### src/rtl/phy_regbank_pkg.sv
package phy_regbank_pkg;
   localparam int unsigned ADDR_W = 5;
   localparam int unsigned DATA_W = 16;

   typedef logic [ADDR_W-1:0] addr_t;
   typedef logic [DATA_W-1:0] word_t;

   localparam addr_t RA_CTRL = 5'd0;
   localparam addr_t RA_STAT = 5'd1;
   localparam addr_t RA_IDHI = 5'd2;
   localparam addr_t RA_IDLO = 5'd3;
   localparam addr_t RA_XCTL = 5'd16;
   localparam addr_t RA_QSTS = 5'd17;

   // control word bit positions
   localparam int unsigned C_SRST   = 15;
   localparam int unsigned C_LOOP   = 14;
   localparam int unsigned C_SPEED  = 13;
   localparam int unsigned C_ANEN   = 12;
   localparam int unsigned C_PDOWN  = 11;
   localparam int unsigned C_ISO    = 10;
   localparam int unsigned C_RESTRT = 9;
   localparam int unsigned C_DUPLX  = 8;

   // extended control word bit positions
   localparam int unsigned X_UNLOCK = 15;
   localparam int unsigned X_TST_HI = 14;
   localparam int unsigned X_TST_LO = 12;
   localparam int unsigned X_SCRB   = 0;

   // self-clearing channel indices
   localparam int unsigned SC_N      = 2;
   localparam int unsigned SC_SRST   = 0;
   localparam int unsigned SC_RESTRT = 1;

   // latch-high channel indices
   localparam int unsigned LH_N      = 4;
   localparam int unsigned LH_S_RF   = 0;
   localparam int unsigned LH_S_JAB  = 1;
   localparam int unsigned LH_Q_RF   = 2;
   localparam int unsigned LH_Q_RXE  = 3;

   // latch-low channel indices
   localparam int unsigned LL_N      = 2;
   localparam int unsigned LL_S_LINK = 0;
   localparam int unsigned LL_Q_LINK = 1;

   function automatic logic addr_present(input addr_t a);
      return (a == RA_CTRL) || (a == RA_STAT) || (a == RA_IDHI) ||
             (a == RA_IDLO) || (a == RA_XCTL) || (a == RA_QSTS);
   endfunction
endpackage

### src/rtl/phy_regbank_evlatch.sv
module phy_regbank_evlatch #(
   parameter int unsigned N        = 1,
   parameter bit          ACT_HIGH = 1'b1
) (
   input  logic         clk,
   input  logic         rst_n,
   input  logic [N-1:0] cond,
   input  logic [N-1:0] release_i,
   output logic [N-1:0] shown
);
   generate
      if (N < 1) begin : g_bad_n
         $error("phy_regbank_evlatch: N must be at least 1");
      end
   endgenerate

   logic [N-1:0] event_seen;
   logic [N-1:0] ev;

   generate
      if (ACT_HIGH) begin : g_high
         assign ev    = cond;
         assign shown = event_seen;
      end else begin : g_low
         assign ev    = ~cond;
         assign shown = ~event_seen;
      end
   endgenerate

   // an event on the release edge survives, giving it to the next read
   always_ff @(posedge clk) begin
      if (!rst_n) event_seen <= '0;
      else        event_seen <= ev | (event_seen & ~release_i);
   end
endmodule

### src/rtl/phy_regbank_selfclr.sv
module phy_regbank_selfclr #(
   parameter int unsigned CYCLES = 16
) (
   input  logic clk,
   input  logic rst_n,
   input  logic set,
   output logic active
);
   localparam int unsigned CNT_W = (CYCLES < 2) ? 1 : $clog2(CYCLES);

   generate
      if (CYCLES < 1) begin : g_bad_cycles
         $error("phy_regbank_selfclr: CYCLES must be at least 1");
      end
   endgenerate

   logic [CNT_W-1:0] remain;

   always_ff @(posedge clk) begin
      if (!rst_n) begin
         active <= 1'b0;
         remain <= '0;
      end else if (set) begin
         active <= 1'b1;
         remain <= CNT_W'(CYCLES - 1);
      end else if (active) begin
         if (remain == '0) active <= 1'b0;
         else              remain <= remain - 1'b1;
      end
   end
endmodule

### src/rtl/phy_regbank_rdmux.sv
module phy_regbank_rdmux
   import phy_regbank_pkg::*;
(
   input  addr_t addr,
   input  word_t img_ctrl,
   input  word_t img_stat,
   input  word_t img_idhi,
   input  word_t img_idlo,
   input  word_t img_xctl,
   input  word_t img_qsts,
   output word_t rdata,
   output logic  hit
);
   always_comb begin
      rdata = '0;
      hit   = addr_present(addr);
      unique case (addr)
         RA_CTRL: rdata = img_ctrl;
         RA_STAT: rdata = img_stat;
         RA_IDHI: rdata = img_idhi;
         RA_IDLO: rdata = img_idlo;
         RA_XCTL: rdata = img_xctl;
         RA_QSTS: rdata = img_qsts;
         default: rdata = '0;
      endcase
   end
endmodule

### src/rtl/phy_regbank.sv
module phy_regbank
   import phy_regbank_pkg::*;
#(
   parameter int unsigned SC_CYCLES = 16,
   parameter logic [15:0] ID_HI     = 16'h0015,
   parameter logic [15:0] ID_LO     = 16'hF441,
   parameter logic [4:0]  ABILITY   = 5'b01111
) (
   input  logic        clk,
   input  logic        rst_n,
   input  logic        strap_speed,
   input  logic        strap_an_en,
   input  logic        strap_duplex,
   input  logic        strap_isolate,
   input  logic        req_valid,
   input  logic        req_write,
   input  logic [4:0]  req_addr,
   input  logic [15:0] req_wdata,
   output logic        rsp_valid,
   output logic        rsp_hit,
   output logic [15:0] rsp_rdata,
   input  logic        sts_link,
   input  logic        sts_an_done,
   input  logic        sts_remote_fault,
   input  logic        sts_jabber,
   input  logic        sts_rx_err,
   output logic        ctl_soft_reset,
   output logic        ctl_loopback,
   output logic        ctl_speed,
   output logic        ctl_an_en,
   output logic        ctl_power_down,
   output logic        ctl_isolate,
   output logic        ctl_restart_an,
   output logic        ctl_duplex,
   output logic [2:0]  ctl_test_mode,
   output logic        ctl_scramble_bypass
);
   localparam int unsigned TST_W = X_TST_HI - X_TST_LO + 1;

   generate
      if (SC_CYCLES < 1) begin : g_bad_sc
         $error("phy_regbank: SC_CYCLES must be at least 1");
      end
      if (TST_W != 3) begin : g_bad_tst
         $error("phy_regbank: test field width mismatch");
      end
   endgenerate

   // request decode
   logic wr_now, rd_now;
   logic wr_ctrl, wr_xctl, rd_stat, rd_qsts;
   assign wr_now  = req_valid &  req_write;
   assign rd_now  = req_valid & ~req_write;
   assign wr_ctrl = wr_now && (req_addr == RA_CTRL);
   assign wr_xctl = wr_now && (req_addr == RA_XCTL);
   assign rd_stat = rd_now && (req_addr == RA_STAT);
   assign rd_qsts = rd_now && (req_addr == RA_QSTS);

   // stored control state
   logic             override_q;
   logic             loop_q, speed_q, anen_q, pdown_q, iso_q, duplx_q, scrb_q;
   logic [TST_W-1:0] test_q;

   always_ff @(posedge clk) begin
      if (!rst_n) begin
         override_q <= 1'b0;
         loop_q     <= 1'b0;
         pdown_q    <= 1'b0;
         iso_q      <= strap_isolate;
         speed_q    <= strap_speed;
         anen_q     <= strap_an_en;
         duplx_q    <= strap_duplex;
         test_q     <= '0;
         scrb_q     <= 1'b0;
      end else begin
         if (wr_ctrl) begin
            loop_q  <= req_wdata[C_LOOP];
            pdown_q <= req_wdata[C_PDOWN];
            iso_q   <= req_wdata[C_ISO];
            if (override_q) begin
               speed_q <= req_wdata[C_SPEED];
               anen_q  <= req_wdata[C_ANEN];
               duplx_q <= req_wdata[C_DUPLX];
            end
         end
         if (wr_xctl) begin
            override_q <= req_wdata[X_UNLOCK];
            test_q     <= req_wdata[X_TST_HI:X_TST_LO];
            scrb_q     <= req_wdata[X_SCRB];
         end
      end
   end

   // self-clearing command bits
   logic [SC_N-1:0] sc_set, sc_act;
   assign sc_set[SC_SRST]   = wr_ctrl & req_wdata[C_SRST];
   assign sc_set[SC_RESTRT] = wr_ctrl & req_wdata[C_RESTRT];

   generate
      for (genvar g = 0; g < SC_N; g++) begin : g_sc
         phy_regbank_selfclr #(.CYCLES(SC_CYCLES)) u_sc (
            .clk    (clk),
            .rst_n  (rst_n),
            .set    (sc_set[g]),
            .active (sc_act[g])
         );
      end
   endgenerate

   // event latches
   logic [LH_N-1:0] lh_cond, lh_rel, lh_disp;
   logic [LL_N-1:0] ll_cond, ll_rel, ll_disp;

   assign lh_cond[LH_S_RF]  = sts_remote_fault;
   assign lh_cond[LH_S_JAB] = sts_jabber;
   assign lh_cond[LH_Q_RF]  = sts_remote_fault;
   assign lh_cond[LH_Q_RXE] = sts_rx_err;
   assign lh_rel[LH_S_RF]   = rd_stat;
   assign lh_rel[LH_S_JAB]  = rd_stat;
   assign lh_rel[LH_Q_RF]   = rd_qsts;
   assign lh_rel[LH_Q_RXE]  = rd_qsts;

   assign ll_cond[LL_S_LINK] = sts_link;
   assign ll_cond[LL_Q_LINK] = sts_link;
   assign ll_rel[LL_S_LINK]  = rd_stat;
   assign ll_rel[LL_Q_LINK]  = rd_qsts;

   phy_regbank_evlatch #(.N(LH_N), .ACT_HIGH(1'b1)) u_lh (
      .clk       (clk),
      .rst_n     (rst_n),
      .cond      (lh_cond),
      .release_i (lh_rel),
      .shown     (lh_disp)
   );

   phy_regbank_evlatch #(.N(LL_N), .ACT_HIGH(1'b0)) u_ll (
      .clk       (clk),
      .rst_n     (rst_n),
      .cond      (ll_cond),
      .release_i (ll_rel),
      .shown     (ll_disp)
   );

   // word images
   word_t img_ctrl, img_stat, img_xctl, img_qsts;

   always_comb begin
      img_ctrl           = '0;
      img_ctrl[C_SRST]   = sc_act[SC_SRST];
      img_ctrl[C_LOOP]   = loop_q;
      img_ctrl[C_SPEED]  = speed_q;
      img_ctrl[C_ANEN]   = anen_q;
      img_ctrl[C_PDOWN]  = pdown_q;
      img_ctrl[C_ISO]    = iso_q;
      img_ctrl[C_RESTRT] = sc_act[SC_RESTRT];
      img_ctrl[C_DUPLX]  = duplx_q;

      img_stat        = '0;
      img_stat[15:11] = ABILITY;
      img_stat[5]     = sts_an_done;
      img_stat[4]     = lh_disp[LH_S_RF];
      img_stat[3]     = 1'b1;
      img_stat[2]     = ll_disp[LL_S_LINK];
      img_stat[1]     = lh_disp[LH_S_JAB];
      img_stat[0]     = 1'b1;

      img_xctl                    = '0;
      img_xctl[X_UNLOCK]          = override_q;
      img_xctl[X_TST_HI:X_TST_LO] = test_q;
      img_xctl[X_SCRB]            = scrb_q;

      img_qsts     = '0;
      img_qsts[15] = ll_disp[LL_Q_LINK];
      img_qsts[14] = sts_an_done;
      img_qsts[1]  = lh_disp[LH_Q_RF];
      img_qsts[0]  = lh_disp[LH_Q_RXE];
   end

   word_t mux_data;
   logic  mux_hit;

   phy_regbank_rdmux u_mux (
      .addr     (req_addr),
      .img_ctrl (img_ctrl),
      .img_stat (img_stat),
      .img_idhi (ID_HI),
      .img_idlo (ID_LO),
      .img_xctl (img_xctl),
      .img_qsts (img_qsts),
      .rdata    (mux_data),
      .hit      (mux_hit)
   );

   always_ff @(posedge clk) begin
      if (!rst_n) begin
         rsp_valid <= 1'b0;
         rsp_hit   <= 1'b0;
         rsp_rdata <= '0;
      end else begin
         rsp_valid <= rd_now;
         rsp_hit   <= rd_now & mux_hit;
         rsp_rdata <= rd_now ? mux_data : '0;
      end
   end

   assign ctl_soft_reset      = sc_act[SC_SRST];
   assign ctl_restart_an      = sc_act[SC_RESTRT];
   assign ctl_loopback        = loop_q;
   assign ctl_speed           = speed_q;
   assign ctl_an_en           = anen_q;
   assign ctl_power_down      = pdown_q;
   assign ctl_isolate         = iso_q;
   assign ctl_duplex          = duplx_q;
   assign ctl_test_mode       = test_q;
   assign ctl_scramble_bypass = scrb_q;
endmodule

### config.mk
export PLATFORM = sky130hd
export DESIGN_NAME = phy_regbank
export DESIGN_NICKNAME = d
export VERILOG_FILES = /design/src/rtl/phy_regbank_pkg.sv /design/src/rtl/phy_regbank_evlatch.sv /design/src/rtl/phy_regbank_selfclr.sv /design/src/rtl/phy_regbank_rdmux.sv /design/src/rtl/phy_regbank.sv
export SDC_FILE = /design/constraint.sdc
export NUM_CORES = 1
export LEC_CHECK = 0
export ABC_AREA = 0
export BUFFER_PORTS_ARGS = -buffer_cell sky130_fd_sc_hd__buf_4
export CAP_MARGIN = 0
export CELL_PAD_IN_SITES_DETAIL_PLACEMENT = 1
export CELL_PAD_IN_SITES_GLOBAL_PLACEMENT = 1
export CORE_MARGIN = 4
export CORE_UTILIZATION = 39
export CTS_CLUSTER_SIZE = 24
export DETAILED_ROUTE_END_ITERATION = 6
export PLACE_DENSITY_LB_ADDON = 0.1
export SETUP_SLACK_MARGIN = 0.02
export SLEW_MARGIN = 25
export SYNTH_ARGS = -nofsm -noshare
export SYNTH_HDL_FRONTEND = slang
export SYNTH_SLANG_ARGS = --single-unit
### constraint.sdc
create_clock -name clk -period 2.3 [get_ports clk]
set_input_delay 0.345 -clock clk [delete_from_list [all_inputs] [get_ports clk]]
set_output_delay 0.345 -clock clk [all_outputs]
set_load 0.05 [all_outputs]
==> summary.md <==
| Metric | Value |
|---|---|
| Main area contributors after synthesis | dfxtp_1 (42%), edfxtp_1 (6.3%), a21oi_1 (5.0%) |
| Post-CTS Resized | 0 |
| Sum Neg Setup Slack | 0 ns |
| Net Sw Power | roughly 370 uW |
| Worst Setup Start Kind | register |
| Top achievable clock speed | 0.669 GHz |
| Total Wirelength | about 4800 um |
| Initial antenna violation count | 0 |
| CTS tree | done |
| PwrDens | just over 600 nW/um^2 |
| Clk_lat worst skew | slightly below 0.3 ns |
| Most frequent cells in the layout | buf_4 (56), dfxtp_1 (40), nand2_1 (22), a21oi_1 (19) |
| Setup bufs post-CTS | 0 |
| Routed len/inst | between 10 and 15 um |
| DPL Wire Length | between 3000 and 4000 um |
| HP Class | primary input to register |
| Htree depth | 2 |
| # rows | 25 |
| Avg Cell Area, Syn | between 9 and 10 um^2 |
| Final Max Tran Viols | 0 |
| Max rail drop VDD | between 300 and 400 uV |
| Gr ovfl total | 0 |
| Via count | 1,658 |
| First-pass GRT wire length | just over 8000 um |
| WHS Path Cells | 2 |
| GPL Wtd Cong | ~0.74 |
| Sink Count | 44 |
| Nets | just under 300 |
| Pint | roughly 1.1 mW |
| GR Util All Layers | 17.1% |
| DP Cell Count | around 320 |
| Crit Path Max Fanout | 4 |
| Synth-to-Final Area Change | 28.7% |
| Vias in the first global route | approximately 1,700 |
| DRT iter0 DRCs | 67 |
| Post-synth EDFFs | 4 |
| FILL cells | between 500 and 600 |
| Min Tclk post-route | 1.50 ns |
| Starting density of the core | approximately two fifths |
| Clock Skew | just under 0.004 ns |
| Path depth of the worst reg2reg path | 5 |
| Maxcap violations | 0 |
| Endpoints failing setup | 0 |
| Outcome | completed |
| Root Buffer | clkbuf_8 |
| Synth Net Count | approximately 240 |
| Part of the power in registers | between 50% and 60% |
| Die width | between 70 and 80 um |
| Least-Margin Pin Slew | 0.660 ns |
| Post-synthesis cell area | 1890 um^2 |
| Largest net degree at the start of global routing | 22 |
| CP arrival | 1.70 ns |
| Commonest register cell after synthesis | dfxtp_1 |
| Clk slew on worst S/H paths | ~0.080 ns |
| Vias per inst | 5.13 |
| Die area | 6040 um^2 |
| Yosys reg bits | 44 |
| Hold-fix buffers at CTS | 0 |
| Die Y | roughly 78 um |
| Ys async rst share | 0% |
| Area leader, netlist | dfxtp_1 |
| Switching Fraction | between 20% and 30% |
| Num CTS Buffers | 5 |
| Req. time, crit path | between 2 and 3 ns |
| I/O Buffers | 55 |
| Top cell type's share of synthesized area | 42.3% |
| PnR Total Power | 1.51 mW |
| CP Capture Type | register |
| Combinational power share | 11.4% |
| Hold_sp | sts_link |
| Post-Layout Cell Count | about 320 |
| # DRC | 0 |
| IO Pins | between 60 and 70 |
| Endpoints failing hold | 0 |
| Pleak | 0.975 nW |
| R2R Setup Slk | ~0.80 ns |
| CTS Buffer Depth | 2 |
| Slew headroom | a little under three fifths |
| Clock Power Share | 35.3% |
| Total core area | 4720 um^2 |
| Crit Path Class | register to register |
| Worst reg2reg path startpoint | g_sc[0].u_sc.remain[0] |
| Layout cells sized above 1 | between 20% and 30% |
| Cells after Synth | just over 200 |
| R2r endpoint | g_sc[0].u_sc.remain[1] |
| 1st-pass router iterations | 4 |
| Synth cell types | between 40 and 50 |
| Tcrit/Tclk final | 65.0% |
| N_diodes | 0 |
| Seq/Total Area, Yosys | roughly half |
| Routed Antenna Nets | 0 |
| YS warnings | 0 |
| RSZ-0062 raised after global routing | no |
| Hold Path Sink | u_ll.event_seen[1] |
| Most common cell after layout, fill and taps aside | buf_4 |
-- critical path: stages, from the launching register on --
cell	delay, ns
dfxtp_1	0.32
inv_1	0.09
ha_1	0.21
or3b_4	0.42
a211o_1	0.30
o311ai_1	0.08
-- how the worst max path moves through the flow --
stage	end	start	cells past startpoint
finish	g_sc[0].u_sc.remain[1]	g_sc[0].u_sc.remain[0]	5
global placement	ctl_duplex	req_addr[4]	5
detailed placement	ctl_duplex	req_addr[4]	5
floorplan	g_sc[0].u_sc.remain[3]	g_sc[0].u_sc.active	3
CTS	g_sc[0].u_sc.remain[1]	g_sc[0].u_sc.remain[0]	5
global route	g_sc[1].u_sc.remain[1]	g_sc[1].u_sc.remain[0]	5
-- cells in the mapped netlist, drive strengths merged, types with 2 or more instances --
| cell type | count |
|---|---|
| clkbuf | 2 |
| o22ai | 2 |
| mux2 | 5 |
| dfxtp | 40 |
| nor3b | 3 |
| nor4b | 2 |
| nor4 | 2 |
| mux2i | 2 |
| inv | 9 |
| ha | 2 |
| and3 | 3 |
| a21o | 5 |
| buf | 9 |
| a31oi | 4 |
| nor2 | 5 |
| a21oi | 19 |
| nand2 | 23 |
| nand4 | 2 |
| o21ai | 14 |
| nand3 | 14 |
| nand3b | 3 |
| nor2b | 4 |
| or3b | 3 |
| edfxtp | 4 |
| nand2b | 5 |
| nand4b | 2 |
| o311ai | 2 |
-- registers in the layout (all words and copies together) (netlist names), 2 cells and up --
signal            flops
u_ll.event_seen       2
g_sc.u_sc.active      2
g_sc.u_sc.remain      8
u_lh.shown            4
rsp_rdata            15
ctl_test_mode         3
-- power groups by stage --
stage               logic, mW  clock network [mW]  registers [mW]
CTS                     0.174               0.551           0.804
finish                  0.172               0.531           0.803
detailed placement      0.173                   0           0.822
global route            0.186               0.586           0.807
global placement        0.171                   0           0.821
floorplan              0.0721                   0           0.851
-- area by class of cell --
cell class | instances | area [um^2] | area share (%)
tap | 67 | 83.8 | 3.44
multi-input combinational | 139 | 877 | 36.0
inverter | 9 | 33.8 | 1.39
clock buffer | 7 | 97.6 | 4.00
sequential | 44 | 921 | 37.8
clock inverter | 1 | 5.00 | 0.205
timing repair buffer | 56 | 420 | 17.2
-- stage by stage --
stage | hold WS [ns] | setup WS (ns) | utilization, % | area (um^2)
5_1_grt | 0.240 | 0.693 | 51.6 | 2440
2_1_floorplan | 0.430 | 0.836 | - | 1890
3_3_place_gp | 0.445 | 0.613 | 49.5 | 2340
3_5_place_dp | 0.453 | 0.635 | 49.5 | 2340
4_1_cts | 0.241 | 0.791 | 51.6 | 2440
6_report | 0.250 | 0.804 | 51.6 | 2440
-- metal layers --
layer	global-route usage, %	share of wire, %	vias up
met2	28.9	49	42
met4	6.41	1.2	0
met3	4.06	6.1	5
li1	-	-	829
met5	0	0	-
met1	20.9	43	782
-- kinds of logic after synthesis --
logic type,after synthesis,synth area share (%)
other cells,1,0.198
simple gates,78,24.7
compound gates,51,16.1
buf+inv,20,5.09
fa+ha+maj,2,1.32
mux,7,4.03
flops,44,48.6
No activity file was read; power rests on OpenSTA's default activity.
